**config.mk**
```make
export PLATFORM = sky130hd
export DESIGN_NAME = min_state_finder
export DESIGN_NICKNAME = d
export VERILOG_FILES = /design/src/rtl/minf_pkg.sv /design/src/rtl/minf_level.sv /design/src/rtl/minf_ctrl.sv /design/src/rtl/minf_tree.sv /design/src/rtl/min_state_finder.sv
export SDC_FILE = /design/constraint.sdc
export NUM_CORES = 2
export LEC_CHECK = 0
export CAP_MARGIN = 20
export CORE_AREA = 2 2 327 329
export DETAILED_ROUTE_END_ITERATION = 10
export DIE_AREA = 0 0 329 331
export PLACE_DENSITY = 0.7
export SYNTH_ARGS = -nofsm -noshare
export SYNTH_HDL_FRONTEND = slang
export SYNTH_SLANG_ARGS = --single-unit
```
**constraint.sdc**
```tcl
create_clock -name clk -period 6.9 [get_ports clk]
set_input_delay 1.38 -clock clk [delete_from_list [all_inputs] [get_ports clk]]
set_output_delay 1.38 -clock clk [all_outputs]
set_load 0.05 [all_outputs]
```
**src/rtl/minf_pkg.sv**
```systemverilog
package minf_pkg;

    localparam int STATES   = 64;
    localparam int METRIC_W = 13;
    localparam int IDX_W    = $clog2(STATES);
    localparam int LEVELS   = IDX_W;
    // first two comparison levels share one register stage
    localparam int STAGES   = LEVELS - 1;

    typedef struct packed {
        logic [METRIC_W-1:0] metric;
        logic [IDX_W-1:0]    idx;
    } cand_t;

    // lo always carries the lower index, so it wins ties
    function automatic cand_t keep_smaller(cand_t lo, cand_t hi);
        return (hi.metric < lo.metric) ? hi : lo;
    endfunction

endpackage

```
**src/rtl/minf_level.sv**
```systemverilog
module minf_level
    import minf_pkg::*;
#(
    parameter int OUT_CNT = 1
) (
    input  cand_t [2*OUT_CNT-1:0] pairs,
    output cand_t [OUT_CNT-1:0]   winners
);

    for (genvar i = 0; i < OUT_CNT; i++) begin : g_node
        assign winners[i] = keep_smaller(pairs[2*i], pairs[2*i+1]);
    end

endmodule

```
**src/rtl/minf_ctrl.sv**
```systemverilog
module minf_ctrl #(
    parameter int NSTG = 5
) (
    input  logic            clk,
    input  logic            rst,
    input  logic            req,
    output logic [NSTG-1:0] load,
    output logic            done
);

    logic [NSTG-1:0] live;
    logic            busy;
    logic            accept;

    // final stage holding data does not block a new search
    assign busy   = |live[NSTG-2:0];
    assign accept = req & ~busy;
    assign load   = {live[NSTG-2:0], accept};
    assign done   = live[NSTG-1];

    always_ff @(posedge clk) begin
        if (rst) live <= '0;
        else     live <= {live[NSTG-2:0], accept};
    end

endmodule

```
**src/rtl/minf_tree.sv**
```systemverilog
module minf_tree
    import minf_pkg::*;
(
    input  logic                         clk,
    input  logic                         rst,
    input  logic [STATES*METRIC_W-1:0]   metrics,
    input  logic [STAGES-1:0]            load,
    output cand_t                        winner
);

    cand_t [STATES-1:0] leaves;

    for (genvar i = 0; i < STATES; i++) begin : g_leaf
        assign leaves[i] = {metrics[i*METRIC_W +: METRIC_W], IDX_W'(i)};
    end

    for (genvar l = 0; l < LEVELS; l++) begin : g_lvl
        localparam int N_OUT = STATES >> (l + 1);
        cand_t [2*N_OUT-1:0] src;
        cand_t [N_OUT-1:0]   cmb;
        cand_t [N_OUT-1:0]   res;

        if (l == 0) begin : g_src0
            assign src = leaves;
        end else begin : g_srcn
            assign src = g_lvl[l-1].res;
        end

        minf_level #(.OUT_CNT(N_OUT)) u_lvl (
            .pairs   (src),
            .winners (cmb)
        );

        if (l == 0) begin : g_comb
            assign res = cmb;
        end else begin : g_reg
            always_ff @(posedge clk) begin
                if (rst)              res <= '0;
                else if (load[l-1])   res <= cmb;
            end
        end
    end

    assign winner = g_lvl[LEVELS-1].res[0];

endmodule

```
**src/rtl/min_state_finder.sv**
```systemverilog
module min_state_finder
    import minf_pkg::*;
(
    input  logic                       clk,
    input  logic                       rst,
    input  logic                       find_req,
    input  logic [STATES*METRIC_W-1:0] path_metrics,
    output logic [IDX_W-1:0]           best_state,
    output logic                       done
);

    logic [STAGES-1:0] stage_load;
    cand_t             final_cand;

    minf_ctrl #(.NSTG(STAGES)) u_ctrl (
        .clk  (clk),
        .rst  (rst),
        .req  (find_req),
        .load (stage_load),
        .done (done)
    );

    minf_tree u_tree (
        .clk     (clk),
        .rst     (rst),
        .metrics (path_metrics),
        .load    (stage_load),
        .winner  (final_cand)
    );

    assign best_state = final_cand.idx;

endmodule

```
# ---- After elaboration in Yosys (flattened, before gate mapping)
# Cells that the tools add are included.
dict set report word_totals {
  ff_bits 581
  out_inout_bits 7
  word_cells 191
}
dict set report classes {
  n_lt_le_gt_ge 63
  n_mux 63
  n_bitwise 2
  reduce_logical 1
}
# op n
set op_table {}
lappend op_table {{$mux 19} 62}
lappend op_table {{$lt 13x13->1} 63}
lappend op_table {{$mux 6} 1}
lappend op_table {{$reduce_or 4->1} 1}
lappend op_table {{$and 1x1->1} 1}
lappend op_table {{$not 1->1} 1}

# ---- Depth between registers and ports, before layout
dict set report logic_depth {
  word_depth 4
  mapped_depth 21
}

# ---- Cells and area by module
# A second synthesis with hierarchy kept.
dict set report hier_totals {
  hier_cells 5829
  area_unflattened_um2 57402.6
}
# module n_inst cells_each area_per_inst_um2 seq_area_each_um2
set modules_own_cells {}
lappend modules_own_cells {minf_tree 1 1901 21116.5 11791.3}
lappend modules_own_cells {{minf_level (u_tree.g_lvl[0].u_lvl)} 1 1989 18266.3 0.0}
lappend modules_own_cells {{minf_level (u_tree.g_lvl[1].u_lvl)} 1 992 9265.1 0.0}
lappend modules_own_cells {{minf_level (u_tree.g_lvl[2].u_lvl)} 1 496 4626.9 0.0}
lappend modules_own_cells {{minf_level (u_tree.g_lvl[3].u_lvl)} 1 248 2258.4 0.0}
lappend modules_own_cells {{minf_level (u_tree.g_lvl[4].u_lvl)} 1 125 1104.8 0.0}
lappend modules_own_cells {{minf_level (u_tree.g_lvl[5].u_lvl)} 1 64 584.3 0.0}
lappend modules_own_cells {minf_ctrl 1 14 180.2 100.1}

# ---- Worst setup path before layout
# Ideal clock, no wire load.
dict set report synth_timing {
  path_kind {in2reg}
  start {input path_metrics[506]}
  end {register u_tree.g_lvl[1].res[180] in the netlist's numbering}
  setup_time_ns 0.132
  t_arrival_ns 5.199
  required_time_ns 6.768
  setup_slack_ns 1.568
  cell_stages 16
  n_path_buf 2
  path_cell_list {inv_1 ha_1 nand2_1 or4_1 o21ai_1 clkbuf_1 mux2_2 ha_1 nand3_1 or3_1 or3_1 o221ai_1 nor3_1 clkbuf_1 a22oi_1 a21oi_1}
}
dict set report synth_via {
  elab_chain_cells 4
}
# element line_no
set synth_rtl {}
lappend synth_rtl {{start, declared} min_state_finder.sv:7} ;# input logic [STATES*METRIC_W-1:0] path_metrics,
lappend synth_rtl {{$lt 13x13->1} minf_pkg.sv:17} ;# return (hi.metric < lo.metric) ? hi : lo;
lappend synth_rtl {{$mux 19 *} minf_pkg.sv:17}
lappend synth_rtl {{$lt 13x13->1} minf_pkg.sv:17}
lappend synth_rtl {{$mux 19 *} minf_pkg.sv:17}
lappend synth_rtl {{end signal, assigned} minf_tree.sv:39} ;# else if (load[l-1]) res <= cmb;
lappend synth_rtl {{end, declared} minf_tree.sv:21} ;# cand_t [N_OUT-1:0] res;
# Mark *: on every way between the ends. The rest lies on a longest branch, timed or not.
# A chain may end at the register's enable or synchronous reset.

# ---- Worst setup path in the final report
dict set report layout_timing {
  start {input path_metrics[9]}
  end {register u_tree.g_lvl[1].res[17] in the netlist's numbering}
}
# The elaborated chain is that of the path after synthesis.

==> run metrics <==
Slew @ Worst Pin=1050 ps; Setup TNS Final=0 ps; vias in the first global route=41.9k; crit path time final=between 5000 and 6000 ps; core region area=105000 sq um; CP peak stage delay=740 ps; port bufs=roughly 840; Post-synth EDFFs=0; worst endpoint required time=7360 ps; Synth Area in Adders=a little over a fifth; power per standard cell area=207 nW/um^2; hold path startpoint=u_tree.g_lvl[1].res[210]; first-pass GRT wire length=229000 microns; CP Cell Sequence=clkdlybuf4s50_1 -> inv_1 -> ha_1 -> or3_1 -> a221oi_1 -> o2111ai_1 -> nand3_1 -> a21oi_1 -> ha_1 -> nand4_1 -> nor2_1 -> nand2_1 -> o211ai_1 -> a21oi_1 -> a31oi_4 -> nand2_1 -> o211ai_1 -> a21oi_1; Synth Area in Compound Gates=22.4%; initial DRC count=2574; Synth async-reset ratio=0%; main combinational cell family by area after synthesis=compound AO/OA/AOI/OAI gates; CP arrival=approximately 6400 ps; Syn Nets=7201; # hold bufs at CTS=0; Worst Setup End Kind=flip-flop; WL/cell=19.2 microns; delay-heaviest family, CP=compound AO/OA/AOI/OAI gates; Seq. cell area=9920 sq um; WP buf/inv=2; Critical-path top delay cell=clkdlybuf4s50_1; critical path startpoint=path_metrics[9]; H-tree depth=2; reg-to-reg startpoint=u_ctrl.live[2]; clock sinks=between 400 and 500; pin count of the biggest net entering global routing=about 160; initial core utilization=42.5%; post-synthesis simple-gate area fraction=15.1%; post-synth cell types=81; Die Y=331 microns; gr ovfl total=0; multi-input logic area=~31000 sq um; CTS buffer count=55; postcts setup bufs=0; Layout area overhead=26.2%; CTS Root Cell=clkbuf_16; Top Layer Used=met5; XOR/XNOR Fraction of Synth Area=0%; worst vdd ir=0.180 mV; synthesized area per cell=7.96 sq um; outcome=finished clean; ys flop type=dfxtp_1; CTS tree=yes; critical path class=in2reg; met1 WL=63300 microns; layout cell share with drive strength beyond 1=5.46%; CTS max path bufs=3; initial antenna violation count=14; DRC Markers=0; post-route ant nets=0; Worst slew margin=29.7%; met3 wire length=7590 microns; leakage=25.2 nW; first drt pass iteration count=6; Resized cells post-CTS=0; clk_lat worst skew=630 ps; Seq/Total Area, Yosys=between 20 and 25%; Max Slew Vio Count=0; post-route insts no fill=between 7k and 8k; period utilization=86.7%; placed cells=7636; Setup Viol. Count Final=0; via-per-instance ratio=5.57; Power Total=11.6 mW; Ys Warns=0; CP Max Fanout=27; routed wl met2=73300 microns; post-synthesis mux area share=between 10% and 20%; Max Fclk=167 MHz; Nets=7897; Worst setup SP type=input pin; fin util=about 54%; final hold vios=0; Die X=329 microns; RSZ-0062 raised after global routing=no; Reg clk slew, reported paths=60 ps; #FFs+latches synth=approximately 500; Mapped Cells=between 5k and 6k; hpwl dp=123000 microns; Total GRT Usage=26.2%; Hold Path Class=reg2reg; post-synthesis cell area=44600 sq um; IO Count=842; Max Cap Viol=0; skew final=between 20 and 25 ps; DR vias=about 43k; Crit path top cell by count=a21oi_1; WL final=between 100000 and 150000 microns; # fillers=9912; GPL Wtd Cong=0.950; Rows=119; DIE AREA=109000 sq um
cells by family after synthesis:
kind of cell	after synthesis
AOI/OAI and AO/OA	1468
DFF	495
buffers and inverters	892
adders and majority gates	756
muxes	490
and+or+nand+nor	1509
layout make-up:
cell class	instances	area share, %
inverters	615	4.11
well taps	1391	3.09
clock buffers	82	2.92
flip-flops and latches	495	17.6
repair buffers	916	16.1
multi-input cells	4223	55.6
diodes	12	0.0533
clock inverters	19	0.473
synth_stat cells, types with 33 or more instances:
cell type / number / area share (%)
ha_1: 756 / 21
inv_1: 614 / 5.2
nor2_1: 546 / 4.6
nand2_1: 498 / 4.2
dfxtp_1: 495 / 22
mux2i_1: 368 / 8.3
a21oi_1: 336 / 3.8
a211oi_1: 289 / 4.9
o21ai_0: 241 / 2.7
clkbuf_1: 201 / 1.7
a21o_1: 174 / 2.9
mux2_2: 121 / 3.1
nand3_1: 112 / 1.3
o211ai_1: 72 / 1.2
nand2b_1: 69 / 0.97
o221ai_1: 62 / 1.2
nand4_1: 54 / 0.76
buf_2: 51 / 0.57
o21a_1: 43 / 0.72
and3_1: 37 / 0.52
nor3_1: 37 / 0.41
a311o_1: 36 / 0.81
o21ai_1: 34 / 0.38
nor2b_1: 33 / 0.46
placed cells by master (no fill, tap or decap), drive strengths merged, types with 82 or more instances in the layout:
| cell | synthesis | layout |
|---|---|---|
| ha | 756 | 756 |
| clkdlybuf4s50 | 0 | 840 |
| dfxtp | 495 | 495 |
| a21oi | 340 | 340 |
| inv | 614 | 617 |
| nand3 | 112 | 112 |
| a21o | 174 | 174 |
| mux2i | 368 | 368 |
| nor2 | 547 | 547 |
| mux2 | 122 | 122 |
| nand2 | 498 | 498 |
| o21ai | 276 | 276 |
| a211oi | 292 | 292 |
| clkbuf | 201 | 82 |
through the flow:
step,instance area [sq um],setup WS [ps],hold WS (ps)
after detailed placement,54300,447,448
after global routing,56300,471,477
after CTS,56200,1080,456
after floorplan,44600,1570,431
after global placement,54300,574,444
final,56400,915,455
metal layers:
| layer | GRT usage [%] | up-vias |
|---|---|---|
| met1 | 32.5 | 20238 |
| met4 | 7.29 | 6 |
| met2 | 47.1 | 1109 |
| met5 | 0 | - |
| met3 | 3.88 | 258 |
| li1 | - | 21546 |
worst min-delay path, cell delays in order, from the launching register on:
cell     delay [ps]
dfxtp_1         310
nand2_1          50
a21oi_1          50
power breakdown:
group | total (mW) | internal, mW | switching, mW | leakage, nW
clock | 3.08 | 1.84 | 1.24 | 0.942
sequential | 3.45 | 3.16 | 0.298 | 4.06
combinational | 5.10 | 2.36 | 2.74 | 20.2
total | 11.6 | 7.36 | 4.28 | 25.2
flip-flops by register name (all words and copies together), names as in the netlist:
| register | count |
|---|---|
| u_tree.g_lvl.res | 484 |
| u_tree.winner | 6 |
| u_ctrl.live | 5 |
final timing paths:
path,end,slack (ps),cells past startpoint
worst max-delay path,u_tree.g_lvl[1].res[17],910,18
worst min-delay path,u_tree.g_lvl[1].res[210],450,2
worst max register to register,u_tree.g_lvl[1].res[169],3010,8
worst min register to register,u_tree.g_lvl[1].res[210],450,2
(Power assumes the default switching activity.)
